===== config.mk =====
export PLATFORM = sky130hd
export DESIGN_NAME = rxr_ring_ptr
export DESIGN_NICKNAME = d
export VERILOG_FILES = /design/src/rtl/rxr_pkg.sv /design/src/rtl/rxr_cfg_regs.sv /design/src/rtl/rxr_head_ctrl.sv /design/src/rtl/rxr_addr_gen.sv /design/src/rtl/rxr_ring_ptr.sv
export SDC_FILE = /design/constraint.sdc
export NUM_CORES = 1
export LEC_CHECK = 0
export BUFFER_PORTS_ARGS = -buffer_cell sky130_fd_sc_hd__clkbuf_2
export CAP_MARGIN = 20
export CORE_AREA = 2 2 157 128
export DETAILED_ROUTE_END_ITERATION = 6
export DIE_AREA = 0 0 159 130
export PLACE_DENSITY = 0.49
export SYNTH_ARGS = -nofsm -noshare
export SYNTH_HDL_FRONTEND = slang
export SYNTH_SLANG_ARGS = --single-unit

===== constraint.sdc =====
create_clock -name clk -period 5.5 [get_ports clk]
set_input_delay 0.275 -clock clk [delete_from_list [all_inputs] [get_ports clk]]
set_output_delay 0.275 -clock clk [all_outputs]
set_load 0.02 [all_outputs]

===== src/rtl/rxr_pkg.sv =====
package rxr_pkg;
  // Wide working type for index arithmetic; modules zero-extend into it.
  typedef logic [16:0] ring_word_t;
  localparam int DESC_SHIFT = 4;

  // Next slot after idx in a ring of len entries.
  function automatic ring_word_t ring_next(ring_word_t idx, ring_word_t len);
    ring_word_t n;
    n = idx + 17'd1;
    return (n >= len) ? 17'd0 : n;
  endfunction

  // Forward distance from frm to to, modulo len.
  function automatic ring_word_t ring_gap(ring_word_t to, ring_word_t frm, ring_word_t len);
    if (to >= frm) return to - frm;
    return (len - frm) + to;
  endfunction

  // Byte address of a descriptor slot.
  function automatic logic [63:0] slot_addr(logic [63:0] base, ring_word_t idx);
    return base + ({47'd0, idx} << DESC_SHIFT);
  endfunction
endpackage


===== src/rtl/rxr_cfg_regs.sv =====
module rxr_cfg_regs #(
  parameter int IDX_W  = 8,
  parameter int ADDR_W = 32
) (
  input  logic              clk,
  input  logic              rst_n,
  input  logic              cfg_wr,
  input  logic [ADDR_W-1:0] cfg_base,
  input  logic [IDX_W:0]    cfg_size,
  input  logic              tail_wr,
  input  logic [IDX_W-1:0]  tail_val,
  output logic [ADDR_W-1:0] base_q,
  output logic [IDX_W:0]    size_q,
  output logic [IDX_W-1:0]  tail_q,
  output logic              tail_accept
);
  import rxr_pkg::*;

  // Refill index is accepted only inside the ring and never beside a reconfiguration.
  assign tail_accept = tail_wr && !cfg_wr &&
                       (ring_word_t'(tail_val) < ring_word_t'(size_q));

  always_ff @(posedge clk or negedge rst_n) begin
    if (!rst_n) begin
      base_q <= '0;
      size_q <= '0;
      tail_q <= '0;
    end else if (cfg_wr) begin
      base_q <= cfg_base;
      size_q <= cfg_size;
      tail_q <= '0;
    end else if (tail_accept) begin
      tail_q <= tail_val;
    end
  end
endmodule


===== src/rtl/rxr_head_ctrl.sv =====
module rxr_head_ctrl #(
  parameter int IDX_W = 8
) (
  input  logic             clk,
  input  logic             rst_n,
  input  logic             clr,
  input  logic [IDX_W:0]   size_q,
  input  logic [IDX_W-1:0] tail_q,
  input  logic             store_done,
  input  logic             wb_done,
  output logic [IDX_W-1:0] head_q,
  output logic             pend_q,
  output logic             store_ok,
  output logic             store_take,
  output logic             head_adv
);
  import rxr_pkg::*;

  logic [IDX_W-1:0] head_nxt;

  assign store_ok   = !pend_q && (head_q != tail_q);
  assign store_take = store_done && store_ok && !clr;
  assign head_adv   = wb_done && pend_q && !clr;
  assign head_nxt   = IDX_W'(ring_next(ring_word_t'(head_q), ring_word_t'(size_q)));

  always_ff @(posedge clk or negedge rst_n) begin
    if (!rst_n) begin
      head_q <= '0;
      pend_q <= 1'b0;
    end else if (clr) begin
      head_q <= '0;
      pend_q <= 1'b0;
    end else if (head_adv) begin
      head_q <= head_nxt;
      pend_q <= 1'b0;
    end else if (store_take) begin
      pend_q <= 1'b1;
    end
  end
endmodule


===== src/rtl/rxr_addr_gen.sv =====
module rxr_addr_gen #(
  parameter int IDX_W  = 8,
  parameter int ADDR_W = 32
) (
  input  logic [ADDR_W-1:0] base_q,
  input  logic [IDX_W:0]    size_q,
  input  logic [IDX_W-1:0]  head_q,
  input  logic [IDX_W-1:0]  tail_q,
  output logic [ADDR_W-1:0] desc_addr,
  output logic [IDX_W-1:0]  avail_cnt,
  output logic              ring_empty
);
  import rxr_pkg::*;

  logic [63:0] addr_wide;

  assign addr_wide  = slot_addr(64'(base_q), ring_word_t'(head_q));
  assign desc_addr  = addr_wide[ADDR_W-1:0];
  assign avail_cnt  = IDX_W'(ring_gap(ring_word_t'(tail_q), ring_word_t'(head_q),
                                      ring_word_t'(size_q)));
  assign ring_empty = (head_q == tail_q);

  logic [63-ADDR_W:0] unused_hi;
  assign unused_hi = addr_wide[63:ADDR_W];
endmodule


===== src/rtl/rxr_ring_ptr.sv =====
module rxr_ring_ptr #(
  parameter int IDX_W  = 8,
  parameter int ADDR_W = 32
) (
  input  logic              clk,
  input  logic              rst_n,
  input  logic              cfg_wr,
  input  logic [ADDR_W-1:0] cfg_base,
  input  logic [IDX_W:0]    cfg_size,
  input  logic              tail_wr,
  input  logic [IDX_W-1:0]  tail_val,
  input  logic              store_done,
  input  logic              wb_done,
  output logic              store_ok,
  output logic              wb_pending,
  output logic              ring_empty,
  output logic [IDX_W-1:0]  head_idx,
  output logic [IDX_W-1:0]  tail_idx,
  output logic [IDX_W-1:0]  avail_cnt,
  output logic [ADDR_W-1:0] desc_addr
);
  logic [ADDR_W-1:0] base_q;
  logic [IDX_W:0]    size_q;
  logic              tail_accept;
  logic              store_take;
  logic              head_adv;

  rxr_cfg_regs #(.IDX_W(IDX_W), .ADDR_W(ADDR_W)) u_cfg (
    .clk(clk), .rst_n(rst_n), .cfg_wr(cfg_wr), .cfg_base(cfg_base),
    .cfg_size(cfg_size), .tail_wr(tail_wr), .tail_val(tail_val),
    .base_q(base_q), .size_q(size_q), .tail_q(tail_idx), .tail_accept(tail_accept)
  );

  rxr_head_ctrl #(.IDX_W(IDX_W)) u_head (
    .clk(clk), .rst_n(rst_n), .clr(cfg_wr), .size_q(size_q), .tail_q(tail_idx),
    .store_done(store_done), .wb_done(wb_done), .head_q(head_idx),
    .pend_q(wb_pending), .store_ok(store_ok), .store_take(store_take),
    .head_adv(head_adv)
  );

  rxr_addr_gen #(.IDX_W(IDX_W), .ADDR_W(ADDR_W)) u_addr (
    .base_q(base_q), .size_q(size_q), .head_q(head_idx), .tail_q(tail_idx),
    .desc_addr(desc_addr), .avail_cnt(avail_cnt), .ring_empty(ring_empty)
  );
endmodule


==> impl_results.md <==
- Status: complete, no violations
- Top cells by count, synth: dfrtp_1, inv_1, ha_1
- Post-CTS Resized: 0
- PortBufs: 113
- Ys Warns: 0
- Crit path DAT: 3.17 ns
- Seq/Total Area, Yosys: 33.4%
- Pin count of the biggest net entering global routing: 59
- RR Startpoint: u_head.head_q[1]
- Tmin final: 3.44 ns
- Power Internal: 1.06 mW
- Initial Util: 22.4%
- Rows: 46
- Switching fraction of total power: 33.4%
- Synthesized cell area: 4340 um2
- FFs w/ async S/R, synth: 100%
- Via Count: 3,571
- First-pass GRT wire length: 18,700 um
- Simple-gate share of the synthesized area: 15.2%
- Die area: 20,700 um2
- Crit. End Element: primary output
- Reg2Reg Depth: 10
- TritonRoute pass-1 iters: 4
- CTS sink cnt: 58
- Peak VDD IR: 0.103 mV
- NetSw: 0.533 mW
- Post-CTS Setup Repair Bufs: 0
- Final GP Congestion: 0.814
- Sequential share of power: 31.0%
- Clk_skew: 0.0105 ns
- Cell area power density: 291 nW/um2
- Count of final setup violators: 0
- Top Ports: 114
- Mean Syn Cell Area: 9.48 um2
- CTS Buf Count: 9
- Vias in the first global route: 3,420
- Hold Fails Final Rpt: 0
- CTS root buf: clkbuf_16
- Unique cell type count in the Yosys netlist: 47
- Gr usage total: 11.5%
- Critical-path maximum fanout: 10
- Fin util: 28.3%
- Chip height: 130 um
- Synth area leader: dfrtp_1
- Synth top area share: 33.4%
- DRC Markers: 0
- Post-Syn Instances: 458
- Number of synthesized flops with an enable pin: 0
- H-Tree Depth: 3
- # Max-Cap Violations: 0
- Final worst-path cycle share: 62.6%
- Layout cells sized above 1: 28.7%
- P_leak: 2.65 nW
- Clock power frac: 37.6%
- Post-synth top flop: dfrtp_1
- Area contributors post-synth: dfrtp_1, ha_1, mux2_2
- DPL Wire Length: 9310 um
- Area Growth Syn to Fin: 26.3%
- Post-synthesis xor/xnor area fraction: 7.26%
- Peak Freq: 291 MHz
- RSZ-0062 raised after global routing: no
- Slew HR: 42.5%
- CTS tree: built
- Setup crit start kind: flip-flop
- Worst EP required: 5.22 ns
- Initial antenna violation count: 0
- Post-Route WL: 11,900 um
- Routed WL per cell: 14.2 um
- FF+latch count, synth: 58
- Largest family of logic cells by synthesized area: adder cells
- Comb power frac: 31.3%
- Setup crit start: u_head.head_q[0]
- Max Buffers Root-to-Sink: 2
- Worst slack, placed: 2.38 ns
- Hold Buf Count CTS: 0
- Final slew viol count: 0
- Most frequent cell after synthesis: dfrtp_1
- Post-synthesis mux area share: 10.6%
- Synth Area in Compound Gates: 11.2%
- Setup WS post-layout: 2.06 ns
- Worst-Margin Slew: 0.857 ns
- Clock transition at the registers of the reported paths: 0.06 ns
- Vias per inst: 4.26
- Worst-Skew Late Latency: 0.33 ns
- Gr ovfl total: 0
- Die X: 159 um
- Dpl cells: 822
- Core area: 19,300 um2
- Hold_ws: 0.0987 ns
- Nets: 674
- Layout Cells excl Fill: 838
- CP Class: flip-flop to primary output
- Syn Nets: 563
- ANT nets after route: 0
- Final TNS setup: 0 ns
- Adder and majority cell fraction of the synthesized area: 16.0%
- DR iter-0 viols: 176
- Ant diodes: 0
- HP Class: input port to asynchronous set/reset pin
==> metrics by stage <==
stage                     total power, mW  area [um2]
after detailed placement             1.01        5160
after global placement               1.01        5160
after CTS                            1.63        5480
final                                1.60        5480
after global routing                 1.70        5480
after floorplan                     0.848        4340
==> cell usage in the layout, fill, tap and decap left out, types with 3 or more instances in the layout <==
cell and n:
a21o_1 9, a21oi_1 25, and3_1 7, and4_1 4
buf_4 3, clkbuf_16 9, clkbuf_2 113, dfrtp_1 58
fa_1 9, ha_1 41, inv_1 47, mux2_2 31
mux2i_1 10, nand2_1 36, nand2b_1 10, nand3_1 19
nand4_1 11, nor2_1 24, nor2b_1 7, o21a_1 5
o21ai_0 17, o21ai_1 9, xnor2_1 29, xor2_1 7
==> area by class of cell <==
class / count / area, um2
Timing Repair Buffer: 116 / 588
Clock inverter: 7 / 93.8
Multi-Input combinational cell: 337 / 2620
Tap cell: 264 / 330
Clock buffer: 9 / 225
Sequential cell: 58 / 1450
Fill cell: 2124 / 13900
Inverter: 47 / 176
==> metal layers <==
layer	vias up	GRT usage [%]	wire (um)
met3	8	2.57	476
met2	70	18.4	5460
met1	1691	15.9	5850
met5	-	0	0
li1	1802	-	-
met4	0	2.57	78
==> critical path, cell delays in order, from the launching register on <==
cell and delay [ns]:
dfrtp_1 0.56, ha_1 0.23, inv_1 0.05, fa_1 0.40
nor2b_1 0.13, o21ai_1 0.09, a21boi_1 0.27, o22a_1 0.49
nand3_1 0.15, xnor2_1 0.24, clkbuf_2 0.21
==> path summary, 6_finish.rpt <==
check | slack (ns) | endpoint
setup / recovery | 2.06 | desc_addr[18]
min in group clk | 0.16 | u_cfg.size_q[0]
hold / removal | 0.1 | u_cfg.base_q[1]
setup reg to reg | 2.50 | u_head.head_q[5]
max in group asynchronous | 4.86 | u_cfg.base_q[6]
hold reg to reg | 0.51 | u_cfg.base_q[4]
==> logic make-up (layout without fill, tap and decap cells) <==
family,Yosys count,after routing
xor gates and xnor gates,36,36
and+or+nand+nor,130,130
DFF,58,58
AOI/OAI and AO/OA,79,79
adders and majority gates,50,50
muxes,42,42
buffers and inverters,63,179
==> flip-flops by register name, indices dropped and copies added, names as in the netlist <==
register / flops
u_head.pend_q: 1
u_cfg.size_q: 9
u_cfg.base_q: 32
u_head.head_q: 8
u_cfg.tail_q: 8
==> power groups by stage <==
stage | sequential, mW | clock [mW] | combinational, mW
after global placement | 0.503 | 0 | 0.508
after CTS | 0.496 | 0.626 | 0.510
after detailed placement | 0.503 | 0 | 0.507
after global routing | 0.502 | 0.643 | 0.558
final | 0.495 | 0.601 | 0.500
after floorplan | 0.502 | 0 | 0.346
Power figures use the tool's default switching activity.
